===== src/rtl/gpio_port_pkg.sv =====
package gpio_port_pkg;

  localparam int unsigned ADDR_W = 3;

  typedef enum logic [1:0] {
    PM_IN  = 2'b00,
    PM_GPO = 2'b01,
    PM_ALT = 2'b10,
    PM_RSV = 2'b11
  } pin_mode_e;

  localparam logic [ADDR_W-1:0] A_MODE   = 3'd0;
  localparam logic [ADDR_W-1:0] A_OTYPE  = 3'd1;
  localparam logic [ADDR_W-1:0] A_PULL   = 3'd2;
  localparam logic [ADDR_W-1:0] A_IDATA  = 3'd3;
  localparam logic [ADDR_W-1:0] A_ODATA  = 3'd4;
  localparam logic [ADDR_W-1:0] A_SETCLR = 3'd5;
  localparam logic [ADDR_W-1:0] A_AFLO   = 3'd6;
  localparam logic [ADDR_W-1:0] A_AFHI   = 3'd7;

endpackage


===== src/rtl/gpio_rst_sync.sv =====
module gpio_rst_sync (
  input  logic clk,
  input  logic rst_n_in,
  output logic rst_n_out
);
  logic [1:0] stage_q;

  always_ff @(posedge clk or negedge rst_n_in) begin
    if (!rst_n_in) stage_q <= 2'b00;
    else           stage_q <= {stage_q[0], 1'b1};
  end

  assign rst_n_out = stage_q[1];
endmodule


===== src/rtl/gpio_in_sync.sv =====
module gpio_in_sync #(
  parameter int unsigned W = 16
) (
  input  logic         clk,
  input  logic         rst_n,
  input  logic [W-1:0] d,
  output logic [W-1:0] q
);
  logic [W-1:0] meta_q, meta_d;
  logic [W-1:0] sync_q, sync_d;
  logic [1:0]   age_q, age_d;

  always_comb begin
    meta_d = d;
    sync_d = meta_q;
    age_d  = (age_q == 2'd3) ? age_q : age_q + 2'd1;
  end

  always_ff @(posedge clk or negedge rst_n) begin
    if (!rst_n) begin
      meta_q <= '0;
      sync_q <= '0;
      age_q  <= '0;
    end else begin
      meta_q <= meta_d;
      sync_q <= sync_d;
      age_q  <= age_d;
    end
  end

  assign q = sync_q;

  // two edges of latency once the pipeline is filled since reset
  assert_sync_depth_R9: assert property (@(posedge clk) disable iff (!rst_n)
    (age_q >= 2'd2) |-> (q == $past(d, 2)));
endmodule


===== src/rtl/gpio_cfg_regs.sv =====
module gpio_cfg_regs
  import gpio_port_pkg::*;
#(
  parameter int unsigned NPIN = 16,
  parameter int unsigned DW   = 32
) (
  input  logic              clk,
  input  logic              rst_n,
  input  logic [ADDR_W-1:0] bus_addr,
  input  logic [DW-1:0]     bus_wdata,
  input  logic              bus_we,
  output logic [DW-1:0]     bus_rdata,
  input  logic [NPIN-1:0]   idata,
  output logic [2*NPIN-1:0] mode_q,
  output logic [NPIN-1:0]   otype_q,
  output logic [2*NPIN-1:0] pull_q,
  output logic [NPIN-1:0]   odata_q,
  output logic [2*DW-1:0]   afsel_q
);
  logic              en_mode, en_otype, en_pull, en_odata, en_aflo, en_afhi;
  logic [NPIN-1:0]   set_bits, clr_bits, odata_d;

  always_comb begin
    en_mode  = bus_we && (bus_addr == A_MODE);
    en_otype = bus_we && (bus_addr == A_OTYPE);
    en_pull  = bus_we && (bus_addr == A_PULL);
    en_aflo  = bus_we && (bus_addr == A_AFLO);
    en_afhi  = bus_we && (bus_addr == A_AFHI);
    en_odata = bus_we && ((bus_addr == A_ODATA) || (bus_addr == A_SETCLR));
    set_bits = bus_wdata[NPIN-1:0];
    clr_bits = bus_wdata[2*NPIN-1:NPIN];
    if (bus_addr == A_SETCLR) odata_d = (odata_q & ~clr_bits) | set_bits;
    else                      odata_d = set_bits;
  end

  always_ff @(posedge clk or negedge rst_n) begin
    if (!rst_n) begin
      mode_q  <= '0;
      otype_q <= '0;
      pull_q  <= '0;
      odata_q <= '0;
      afsel_q <= '0;
    end else begin
      if (en_mode)  mode_q           <= bus_wdata[2*NPIN-1:0];
      if (en_otype) otype_q          <= bus_wdata[NPIN-1:0];
      if (en_pull)  pull_q           <= bus_wdata[2*NPIN-1:0];
      if (en_odata) odata_q          <= odata_d;
      if (en_aflo)  afsel_q[DW-1:0]  <= bus_wdata;
      if (en_afhi)  afsel_q[2*DW-1:DW] <= bus_wdata;
    end
  end

  always_comb begin
    unique case (bus_addr)
      A_MODE:  bus_rdata = DW'(mode_q);
      A_OTYPE: bus_rdata = DW'(otype_q);
      A_PULL:  bus_rdata = DW'(pull_q);
      A_IDATA: bus_rdata = DW'(idata);
      A_ODATA: bus_rdata = DW'(odata_q);
      A_AFLO:  bus_rdata = afsel_q[DW-1:0];
      A_AFHI:  bus_rdata = afsel_q[2*DW-1:DW];
      default: bus_rdata = '0;
    endcase
  end

  // every pin named in the set half ends up high
  assert_set_wins_R7: assert property (@(posedge clk) disable iff (!rst_n)
    (bus_we && bus_addr == A_SETCLR) |=>
      ((odata_q & $past(bus_wdata[NPIN-1:0])) == $past(bus_wdata[NPIN-1:0])));

  // a clear without a matching set leaves the pin low
  assert_clear_only_R7: assert property (@(posedge clk) disable iff (!rst_n)
    (bus_we && bus_addr == A_SETCLR) |=>
      ((odata_q & $past(bus_wdata[2*NPIN-1:NPIN]) & ~$past(bus_wdata[NPIN-1:0])) == '0));

  // output data holds unless addressed
  assert_odata_hold_R6: assert property (@(posedge clk) disable iff (!rst_n)
    !(bus_we && (bus_addr == A_ODATA || bus_addr == A_SETCLR)) |=> $stable(odata_q));
endmodule


===== src/rtl/gpio_pin_ctrl.sv =====
module gpio_pin_ctrl
  import gpio_port_pkg::*;
#(
  parameter int unsigned AF_W = 4,
  localparam int unsigned AF_N = 1 << AF_W
) (
  input  pin_mode_e       mode,
  input  logic            otype,
  input  logic [1:0]      pull,
  input  logic            odata,
  input  logic [AF_W-1:0] src_sel,
  input  logic [AF_N-1:0] src_dout,
  input  logic [AF_N-1:0] src_oe,
  output logic            out,
  output logic            oe,
  output logic            od,
  output logic            pu,
  output logic            pd
);
  logic drv_val, drv_en, driving;

  always_comb begin
    drv_val = 1'b0;
    drv_en  = 1'b0;
    driving = 1'b0;
    unique case (mode)
      PM_GPO: begin drv_val = odata;            drv_en = 1'b1;             driving = 1'b1; end
      PM_ALT: begin drv_val = src_dout[src_sel]; drv_en = src_oe[src_sel]; driving = 1'b1; end
      default: ;
    endcase
    if (driving && otype) begin
      out = 1'b0;
      oe  = drv_en & ~drv_val;
      od  = 1'b1;
    end else begin
      out = drv_val;
      oe  = drv_en;
      od  = 1'b0;
    end
    pu = (pull == 2'b01);
    pd = (pull == 2'b10);
  end
endmodule


===== src/rtl/gpio_port_regs.sv =====
module gpio_port_regs
  import gpio_port_pkg::*;
#(
  parameter int unsigned NPIN = 16,
  parameter int unsigned AF_W = 4,
  parameter int unsigned DW   = 32,
  localparam int unsigned AF_N = 1 << AF_W
) (
  input  logic                 clk,
  input  logic                 rst_n,
  input  logic [ADDR_W-1:0]    bus_addr,
  input  logic [DW-1:0]        bus_wdata,
  input  logic                 bus_we,
  output logic [DW-1:0]        bus_rdata,
  input  logic [NPIN-1:0]      pin_in,
  input  logic [NPIN*AF_N-1:0] af_dout,
  input  logic [NPIN*AF_N-1:0] af_oe,
  output logic [NPIN-1:0]      pad_out,
  output logic [NPIN-1:0]      pad_oe,
  output logic [NPIN-1:0]      pad_od,
  output logic [NPIN-1:0]      pad_pu,
  output logic [NPIN-1:0]      pad_pd,
  output logic [NPIN*AF_W-1:0] af_sel
);
  logic              rst_sn;
  logic [NPIN-1:0]   idata;
  logic [2*NPIN-1:0] mode_q, pull_q;
  logic [NPIN-1:0]   otype_q, odata_q;
  logic [2*DW-1:0]   afsel_q;

  gpio_rst_sync u_rst (.clk(clk), .rst_n_in(rst_n), .rst_n_out(rst_sn));

  gpio_in_sync #(.W(NPIN)) u_sync (
    .clk(clk), .rst_n(rst_sn), .d(pin_in), .q(idata)
  );

  gpio_cfg_regs #(.NPIN(NPIN), .DW(DW)) u_regs (
    .clk(clk), .rst_n(rst_sn),
    .bus_addr(bus_addr), .bus_wdata(bus_wdata), .bus_we(bus_we),
    .bus_rdata(bus_rdata), .idata(idata),
    .mode_q(mode_q), .otype_q(otype_q), .pull_q(pull_q),
    .odata_q(odata_q), .afsel_q(afsel_q)
  );

  assign af_sel = afsel_q[NPIN*AF_W-1:0];

  for (genvar p = 0; p < NPIN; p++) begin : g_pin
    gpio_pin_ctrl #(.AF_W(AF_W)) u_pin (
      .mode(pin_mode_e'(mode_q[2*p +: 2])),
      .otype(otype_q[p]),
      .pull(pull_q[2*p +: 2]),
      .odata(odata_q[p]),
      .src_sel(afsel_q[AF_W*p +: AF_W]),
      .src_dout(af_dout[AF_N*p +: AF_N]),
      .src_oe(af_oe[AF_N*p +: AF_N]),
      .out(pad_out[p]), .oe(pad_oe[p]), .od(pad_od[p]),
      .pu(pad_pu[p]), .pd(pad_pd[p])
    );

    // a non-driving mode never enables the pad
    assert_quiet_input_R4: assert property (@(posedge clk) disable iff (!rst_sn)
      (mode_q[2*p +: 2] == PM_IN || mode_q[2*p +: 2] == PM_RSV) |-> (!pad_oe[p] && !pad_od[p]));

    // an open-drain pad never drives a high level
    assert_od_no_high_R3: assert property (@(posedge clk) disable iff (!rst_sn)
      pad_od[p] |-> !(pad_oe[p] && pad_out[p]));
  end
endmodule


===== config.mk =====
export PLATFORM = sky130hd
export DESIGN_NAME = gpio_port_regs
export DESIGN_NICKNAME = d
export VERILOG_FILES = /design/src/rtl/gpio_port_pkg.sv /design/src/rtl/gpio_rst_sync.sv /design/src/rtl/gpio_in_sync.sv /design/src/rtl/gpio_cfg_regs.sv /design/src/rtl/gpio_pin_ctrl.sv /design/src/rtl/gpio_port_regs.sv
export SDC_FILE = /design/constraint.sdc
export NUM_CORES = 1
export LEC_CHECK = 0
export ABC_CLOCK_PERIOD_IN_PS = 16500
export BUFFER_PORTS_ARGS = -buffer_cell sky130_fd_sc_hd__buf_2
export CAP_MARGIN = 20
export CELL_PAD_IN_SITES_DETAIL_PLACEMENT = 1
export CELL_PAD_IN_SITES_GLOBAL_PLACEMENT = 1
export CORE_AREA = 10 10 282 284
export CTS_CLUSTER_DIAMETER = 40
export DETAILED_ROUTE_END_ITERATION = 7
export DIE_AREA = 0 0 292 294
export PLACE_DENSITY = 0.56
export SETUP_SLACK_MARGIN = 0.05
export SLEW_MARGIN = 5
export SYNTH_ARGS = -nofsm -noshare
export SYNTH_HDL_FRONTEND = slang
export SYNTH_SLANG_ARGS = --single-unit

===== constraint.sdc =====
create_clock -name clk -period 16.5 [get_ports clk]
set_input_delay 0 -clock clk [delete_from_list [all_inputs] [get_ports clk]]
set_output_delay 0 -clock clk [all_outputs]
set_load 0.05 [all_outputs]

==> results.md, run 1 <==
- Psw: 1.17 mW
- Drt wl/cell: 27.2 µm
- Logic pwr share: 47.6%
- TritonCTS Buffers: 17
- Remaining global-route overflow: 0
- Max Clk Rate: 337 MHz
- Synthesized flop and latch total: 194
- Slew @ Worst Pin: 1.15 ns
- EDFF count, synth: 0
- Placed cell area: 0.0190 mm²
- Via Count: 14700
- Status: finished, final reports clean
- Final Skew: 0.0118 ns
- Peak supply drop: 77.3 µV
- Fin Setup TNS: 0 ns
- First-pass GRT wire length: 117000 µm
- Core box area: 0.0739 mm²
- Total GRT Usage: 18.5%
- Place WS: 13.69 ns
- Dominant cells by area after synthesis: dfrtp_1, mux4_2, mux2_2
- Worst skew pair latency: 0.47 ns
- Net Count, Synth: 2036
- Vias in the first global route: 16500
- TritonCTS Sinks: 194
- Slew Limit Fails: 0
- Final Worst Setup Slack: 13.54 ns
- Yosys synthesis warning count: 0
- GP Congestion: 0.856
- Library cells used by synthesis: 54
- Critical path data arrival time: 2.96 ns
- Antenna viol nets, final: 0
- Top Ports: 742
- DRT Wirelength: 83200 µm
- Die area: 0.0858 mm²
- Area Growth Syn to Fin: 33.7%
- Synth top cells by count: dfrtp_1, mux2i_1, mux2_2, buf_4, nand2_1
- Max Root-Sink Buffers: 2
- H-tree level count: 4
- Root Buffer: clkbuf_16
- Slowest CP cell: dfrtp_1
- Port Buffers: 741
- Internal power: 1.21 mW
- Initial Utilization: 20.4%
- Period minus WS final: 2.96 ns
- Nets@finish: 2673
- Worst hold-check path type: input port to register
- Mapped Cells: 1438
- Slew margin rel.: 23.1%
- Top FF cell, synth: dfrtp_1
- WP data required: 16.50 ns
- # hold bufs at CTS: 50
- Setup violations, final: 0
- DRC viols: 0
- Clock power share: 18.4%
- FFs w/ async S/R, synth: 100%
- Area leader, netlist: dfrtp_1
- MaxCap Viol Count: 0
- Share of cells above drive strength 1: 48.1%
- Reg power frac: 34.0%
- Die width: 292 µm
- Largest net degree at the start of global routing: 79
- # Post-CTS Setup Buffers: 0
- Final hold vios: 0
- CTS resizes: 0
- Die height: 294 µm
- RSZ-0062 raised after global routing: no
- Drt via density: 4.80
- Sequential fraction of the synthesis area: 32.2%
- Post-Layout Inst Area: 0.0201 mm²
- Core Rows: 100
- Avg Cell Area, Syn: 10.5 µm²
- Initial DRC Count: 701
- Setup crit end kind: primary output
- Mapped Area: 0.0151 mm²
- Period utilisation layout: 18.0%
- Pleak: 9.36 nW
- Sw frac: 49.1%
- Crit start category: register
- Clock transition at the registers of the reported paths: 0.08 ns
- CP Cell Sequence: mux4_2, mux2i_1, nor3_1, a41oi_1, and3_1, buf_2
- CTS tree: built
- Drt first pass iters: 6
- WS Path Type: register to primary output
- Crit-path max cell delay: 0.89 ns
- Count leader, synth: dfrtp_1
- HPWL Detailed: 68400 µm
- Initial antenna violation count: 15
- Pwr per Cell Area: 118 mW/mm²
- Synth top area share: 32.2%
- Worst Path Max Fanout: 16
[metal layers]
| metal | global-route usage (%) | up-vias | wire length, µm |
|---|---|---|---|
| met3 | 4.25 | 85 | 4430 |
| li1 | - | 6628 | - |
| met1 | 22.0 | 7509 | 34400 |
| met2 | 33.0 | 473 | 42600 |
| met5 | 0 | - | 41 |
| met4 | 4.93 | 6 | 1700 |
[metrics by stage]
| stage | power [mW] | util (%) | instances | hold WS, ns |
|---|---|---|---|---|
| global route | 2.51 | 27.2 | 3061 | 0.168 |
| CTS | 2.41 | 27.1 | 3055 | 0.164 |
| detailed placement | 1.95 | 25.7 | 2973 | -0.210 |
| global placement | 1.93 | 25.6 | 2972 | -0.214 |
| floorplan | 1.61 | - | 1438 | -0.296 |
| finish | 2.38 | 27.2 | 3062 | 0.191 |
[registers in the layout, indices dropped and copies added (netlist names)]
name,flops
u_regs.mode_q,32
u_regs.pull_q,32
u_sync.meta_q,16
u_regs.afsel_q,64
u_regs.otype_q,16
u_rst.stage_q,2
u_sync.q,16
u_regs.odata_q,16
[cells in the final DEF (no fill, tap or decap), types with 5 or more instances in the layout]
cell type      Yosys  layout
a22oi_1           34      34
nand2b_1          34      34
nor2_1            43      43
a311oi_1          20      20
buf_4            108      13
buf_2             21     741
nor4_1            11      11
dlygate4sd3_1      0      50
mux2i_1          128     128
a31oi_1            7       7
nor2b_1           69      69
nor3_1             7       6
mux4_2            78      78
a2111oi_0         21      21
mux2_2           121     121
o2111a_1           6       6
nand3b_1          18      18
nand3_1           53      53
inv_1             54      54
o31ai_1           12      12
nand2_1           82      80
o22ai_1            6       6
nand4b_1           6       6
a21oi_1           14      14
and3_1            30      28
dfrtp_1          194     193
o311ai_0          12      12
diode_2            0       5
a22o_1            22      22
o21ai_0           71      71
clkbuf_16          0      17
inv_8              0       5
o211ai_1          20      20
ha_1              32      32
mux4_1             5       5
[critical path: cells and delay by family (launching register included)]
kind                   cells  cell delay (ns)
and+or+nand+nor            2             0.28
AOI/OAI and AO/OA          1             0.19
buffers and inverters      1             0.27
DFF                        1             0.89
muxes                      2             0.86
[final timing paths]
path | slack, ns | from | cells past startpoint | to
max in group asynchronous | 14.60 | u_rst.stage_q[1] | 3 | u_regs.afsel_q[50]
min in group asynchronous | 0.37 | u_rst.stage_q[1] | 1 | u_regs.mode_q[6]
worst min-delay path | 0.19 | pin_in[1] | 2 | u_sync.meta_q[1]
worst min register to register | 0.35 | u_rst.stage_q[0] | 0 | u_rst.stage_q[1]
worst max register to register | 14.60 | u_rst.stage_q[1] | 3 | u_regs.afsel_q[50]
worst max-delay path | 13.54 | u_regs.afsel_q[32] | 6 | pad_oe[8]
[power groups by stage]
stage / combinational, mW / sequential (mW) / clock, mW
finish: 1.13 / 0.808 / 0.437
CTS: 1.15 / 0.815 / 0.453
global placement: 1.12 / 0.815 / 0
detailed placement: 1.13 / 0.825 / 0
global route: 1.21 / 0.836 / 0.470
floorplan: 0.837 / 0.773 / 0
[layout make-up]
type	count	area, µm²
Fill cell	8621	53800
Inverter	57	214
Clock buffer	17	425
Timing Repair Buffer	807	4380
Clock inverter	15	165
Antenna cell	5	12.5
Multi-Input combinational cell	998	8860
Tap cell	969	1210
Sequential cell	194	4860
[cell families after synthesis]
group / count (synthesis) / synth area share, %
other: 1 / 0.0249
adders and majority gates: 32 / 2.66
and+or+nand+nor: 367 / 13.1
buffers and inverters: 246 / 9.10
AOI/OAI and AO/OA: 266 / 12.8
muxes: 332 / 30.1
DFF: 194 / 32.2
Note: power is estimated with default switching activity, not from simulation.
==> inputs of run 2 (changes only) <==
Settings changed: ABC_CLOCK_PERIOD_IN_PS 16500 to 2500, CORE_AREA 10 10 282 284 to 10 10 283 285, DIE_AREA 0 0 292 294 to 0 0 293 295, PLACE_DENSITY 0.56 to 0.58.
Clock period 16.5 ns to 2.5 ns, I/O delays scaled along.
==> run 2 against run 1 <==
Via count is 3.3% higher. Non-clock buffer count grew 131. Power grew to 7.4 times the previous value. Flip-flop and latch count unchanged. Routed wire length rose by 4.3%. Combinational power rose to 8.5 times the previous value. Hold slack lost 0.028 ns. Global-route usage increased by 0.65 points. Sequential power increased to 6.2 times the previous value. Clock-buffer cell count rose by 2. Sequential share of layout area shrank 2.4 points. Largest power group unchanged. Highest routed layer unchanged.
==> results.md, run 2 (same netlist as run 1, synthesis figures left out) <==
- Setup crit end kind: primary output
- Fin Setup TNS: 0 ns
- Period utilisation layout: 97.0%
- Most frequent cells in the layout: buf_2, dfrtp_1, buf_4, mux2_2, mux2i_1
- Area Growth Syn to Fin: 50.0%
- Vias in the first global route: 17300
- Initial Utilization: 20.3%
- Biggest register: u_regs.afsel_q
- TritonCTS Sinks: 194
- DRT Wirelength: 86800 µm
- MaxCap Viol Count: 0
- Initial antenna violation count: 12
- Final hold vios: 0
- Total GRT Usage: 19.1%
- Top flop regs: u_regs.afsel_q x64, u_regs.mode_q x32, u_regs.pull_q x32
- Worst hold-check path type: input port to register
- Setup violations, final: 0
- Place WS: 0.233 ns
- Nets@finish: 2804
- Die area: 0.0864 mm²
- TritonCTS Buffers: 17
- CTS tree: built
- Remaining global-route overflow: 0
- Largest register FFs: 64
- WS Path Type: register to primary output
- Drt via density: 4.75
- Die height: 295 µm
- Slew Limit Fails: 0
- Drt wl/cell: 27.1 µm
- DRC viols: 0
- Worst skew pair latency: 0.50 ns
- WP data required: 2.50 ns
- Period minus WS final: 2.42 ns
- Slew margin rel.: 43.0%
- Via Count: 15200
- Top Ports: 742
- Core Rows: 100
- H-tree level count: 4
- Final Worst Setup Slack: 0.0750 ns
- Pwr per Cell Area: 776 mW/mm²
- First-pass GRT wire length: 121000 µm
- Clock transition at the registers of the reported paths: 0.09 ns
- Die width: 293 µm
- Max Clk Rate: 412 MHz
- Max Root-Sink Buffers: 2
- Final Skew: 0.0131 ns
- GP Congestion: 0.866
- HPWL Detailed: 71000 µm
- Drt first pass iters: 5
- Slew @ Worst Pin: 0.855 ns
- Peak supply drop: 366 µV
- Port Buffers: 741
- Most common cell after layout, fill and taps aside: buf_2
- Initial DRC Count: 634
- Worst Path Max Fanout: 5
- Status: finished, final reports clean
- Power Total: 17.5 mW
- Antenna viol nets, final: 0
- Core box area: 0.0742 mm²
- RSZ-0062 raised after global routing: yes
- Root Buffer: clkbuf_16
- Largest net degree at the start of global routing: 60
- Critical path data arrival time: 2.42 ns
- Share of cells above drive strength 1: 57.0%
- Crit start category: register
- Pleak: 10.3 nW
run 2: cell count changes in the layout (fill, tap and decap cells not counted), sizes merged:
cell and delta:
clkbuf +2, diode +5, buf +131, clkinv -3, clkinvlp +3, inv -2
run 2: metal layers:
layer / vias to the layer above / part of all wire, % / routed length (µm) / track usage (%)
met5: - / 0.037 / 32 / 0
met4: 6 / 2.1 / 1860 / 5.68
met3: 81 / 5.3 / 4560 / 4.59
met2: 469 / 52 / 45200 / 34.3
met1: 7736 / 40 / 35100 / 22.3
li1: 6894 / - / - / -
run 2: area by class of cell:
type / count / area [µm²]
Fill cell: 8546 / 51600
Multi-Input combinational cell: 998 / 9650
Timing Repair Buffer: 938 / 5990
Sequential cell: 194 / 4910
Tap cell: 969 / 1210
Clock buffer: 19 / 443
Inverter: 57 / 214
Clock inverter: 13 / 141
Antenna cell: 10 / 25.0
run 2: worst max-delay path: stages, from the launching register on:
cell	delay [ns]
dfrtp_2	0.47
buf_4	0.15
mux4_2	0.51
mux2i_4	0.18
nor3_1	0.09
a41oi_2	0.17
and3_4	0.22
buf_12	0.13
run 2: worst paths after layout:
kind / from / endpoint / slack [ns] / cells after the start
setup / recovery: u_regs.afsel_q[32] / pad_oe[8] / 0.08 / 7
setup reg to reg: u_regs.afsel_q[4] / u_regs.afsel_q[4] / 1.22 / 3
min in group asynchronous: u_rst.stage_q[1] / u_regs.mode_q[6] / 0.28 / 0
hold reg to reg: u_rst.stage_q[1] / u_regs.mode_q[6] / 0.28 / 0
max in group asynchronous: u_rst.stage_q[1] / u_regs.afsel_q[32] / 1.45 / 1
hold / removal: pin_in[14] / u_sync.meta_q[14] / 0.16 / 2
run 2: metrics by stage:
step / util (%) / cell area [µm²] / hold WS [ns] / instances
global route: 30.4 / 22600 / 0.146 / 3192
CTS: 29.2 / 21700 / 0.123 / 3159
floorplan: - / 15100 / -0.296 / 1438
global placement: 26.7 / 19800 / -0.214 / 3028
finish: 30.4 / 22600 / 0.162 / 3198
detailed placement: 26.7 / 19800 / -0.211 / 3028
run 2: report_power, final:
group / switching [mW] / internal (mW)
Sequential: 1.29 / 3.74
Combinational: 5.47 / 4.13
Clock: 1.47 / 1.44
Total: 8.23 / 9.31
run 2: timing repair:
item	4_1_cts	5_1_grt
buffers inserted	50	30
cloned	0	0
endpoints found under the setup margin	31	32
pin swaps	28	50
hold endpoints to repair	170	0
gates resized for setup	131	131
hold buffers	50	0
==> inputs of run 3 (changes only) <==
==> constraint.sdc (replaced) <==
create_clock -name clk -period 2.5 [get_ports clk]
set_input_delay 0.375 -clock clk [delete_from_list [all_inputs] [get_ports clk]]
set_output_delay 0.375 -clock clk [all_outputs]
set_load 0.05 [all_outputs]
==> run 3 against run 2 <==
The run now ends with negative setup slack left. Hold slack gained 0.023 ns. Clock power grew 5%. Sequential power shrank 2%. Global-route usage grew 0.10 points. Register-to-register slack is essentially flat. Routed wire length grew 0.58%. Die area is the same. Critical path depth grew 1. Utilization grew 1.1 points. Sequential share of layout area shrank 0.71 points. Maximum frequency shrank 14%.
==> results.md, run 3 (same netlist as run 1, synthesis figures left out) <==
- Remaining global-route overflow: 0
- Initial DRC Count: 600
- Final Skew: 0.0126 ns
- Worst path bufs/invs: 3
- WS Path Type: register to primary output
- Die area: 0.0864 mm²
- TritonCTS Buffers: 17
- Core Rows: 100
- Setup crit end kind: primary output
- Final Worst Setup Slack: -0.305 ns
- Biggest register: u_regs.afsel_q
- Status: finished, violations left
- Vias in the first global route: 17500
- DRT Wirelength: 87300 µm
- Core box area: 0.0742 mm²
- H-tree level count: 4
- DRC viols: 0
- Crit start category: register
- Die height: 295 µm
- Slew Limit Fails: 0
- Total GRT Usage: 19.2%
- Max Clk Rate: 357 MHz
- Crit-path max cell delay: 0.47 ns
- Setup violations, final: 33
- Max Root-Sink Buffers: 2
- Failing checks: negative setup slack
- Pleak: 10.6 nW
- Critical path data arrival time: 2.43 ns
- GP Congestion: 0.890
- Period minus WS final: 2.80 ns
- Largest net degree at the start of global routing: 60
- Nets@finish: 2821
- Post-layout util: 31.5%
- Initial Utilization: 20.3%
- # fillers: 8518
- Root Buffer: clkbuf_16
- Share of cells above drive strength 1: 61.3%
- TritonCTS Sinks: 194
- Drt wl/cell: 27.2 µm
- Slowest CP cell: dfrtp_2
- CTS tree: built
- Drt via density: 4.81
- Top Ports: 742
- HPWL Detailed: 70400 µm
- Fin Setup TNS: -6.29 ns
- Antenna viol nets, final: 0
- Clock transition at the registers of the reported paths: 0.08 ns
- Most common cell after layout, fill and taps aside: buf_2
- Drt first pass iters: 5
- Period utilisation layout: 112%
- Slew margin rel.: 57.0%
- Worst hold-check path type: input port to register
- Final hold vios: 0
- Via Count: 15400
- CP Cell Sequence: buf_6, mux2i_1, and3_1, nor4_4, a21oi_1, o31ai_1, buf_4, buf_12
- Worst Path Max Fanout: 4
- First-pass GRT wire length: 122000 µm
- Top flop regs: u_regs.afsel_q x64, u_regs.mode_q x32, u_regs.pull_q x32
- Crit path max-delay family: simple AND/OR/NAND/NOR gates
- Die width: 293 µm
- Area Growth Syn to Fin: 55.2%
- Peak supply drop: 348 µV
- Port Buffers: 741
- Worst skew pair latency: 0.50 ns
- RSZ-0062 raised after global routing: yes
- MaxCap Viol Count: 0
- Largest register FFs: 64
- Initial antenna violation count: 5
- Pwr per Cell Area: 791 mW/mm²
- Slew @ Worst Pin: 0.644 ns
- WP data required: 2.12 ns
- Most frequent cells in the layout: buf_2, dfrtp_1, buf_4, mux2_2, mux2i_1
[run 3: cell types whose count changed in the layout (fill, tap and decap cells not counted), sizes merged]
cell         delta
clkinv          +1
buf            +48
clkbuf          +1
inv             +2
clkinvlp        -3
bufinv          +1
dlygate4sd3    -33
diode           -7
[run 3: worst register-to-register path: stages, from the launching register on]
cell and delay [ns]:
dfrtp_2 0.51, buf_6 0.17, buf_4 0.13, buf_4 0.12, mux2_2 0.25
[run 3: worst paths after layout]
| kind | start | slack, ns | cells past startpoint | endpoint |
|---|---|---|---|---|
| max in group asynchronous | u_rst.stage_q[1] | 1.30 | 1 | u_regs.afsel_q[60] |
| setup / recovery | u_regs.afsel_q[32] | -0.30 | 8 | pad_out[8] |
| hold / removal | bus_wdata[28] | 0.19 | 3 | u_regs.mode_q[28] |
| setup reg to reg | u_regs.afsel_q[56] | 1.21 | 4 | u_regs.afsel_q[56] |
| min in group asynchronous | rst_n | 0.22 | 2 | u_rst.stage_q[0] |
| hold reg to reg | u_sync.meta_q[7] | 0.34 | 0 | u_sync.q[7] |
[run 3: cell type report]
class,count,area [µm²],area share (%)
Antenna cell,3,7.51,0.0321
Clock buffer,18,439,1.88
Clock inverter,14,185,0.793
Inverter,57,214,0.916
Multi-Input combinational cell,998,10100,43.2
Sequential cell,194,4920,21.0
Tap cell,969,1210,5.19
Timing Repair Buffer,955,6310,27.0
[run 3: layer usage]
layer	share of wire, %	global-route usage, %	vias to the layer above
met2	53	35.1	466
li1	-	-	6940
met1	41	22.6	7937
met4	1.9	5.00	0
met5	0	0	-
met3	4.8	3.99	73
[run 3: timing repair]
item                                    in CTS  in global routing
resized for setup                          251                105
hold endpoints to repair                    18                  0
endpoints found under the setup margin      38                 42
hold buffers                                17                  0
pin swaps                                   64                 63
buffers inserted                            79                 12
cloned                                       0                  0
[run 3: metrics by stage]
step           hold WS [ns]  total power [mW]  worst slack [ns]  std cells  cell area (µm²)
6_report              0.186              18.5            -0.305       3208            23400
3_3_place_gp          0.161              13.3            -0.248       3066            20200
2_1_floorplan        0.0794              10.6             0.124       1438            15100
3_5_place_dp          0.163              13.5            -0.165       3066            20200
4_1_cts               0.131              18.2            -0.374       3193            22700
5_1_grt               0.175              19.5            -0.412       3207            23400
[run 3: report_power, final]
group | leakage [nW] | internal, mW | switching [mW] | total (mW)
Combinational | 7.97 | 4.61 | 5.85 | 10.5
Clock | 0.310 | 1.56 | 1.52 | 3.07
Sequential | 2.29 | 3.75 | 1.20 | 4.95
Total | 10.6 | 9.91 | 8.57 | 18.5
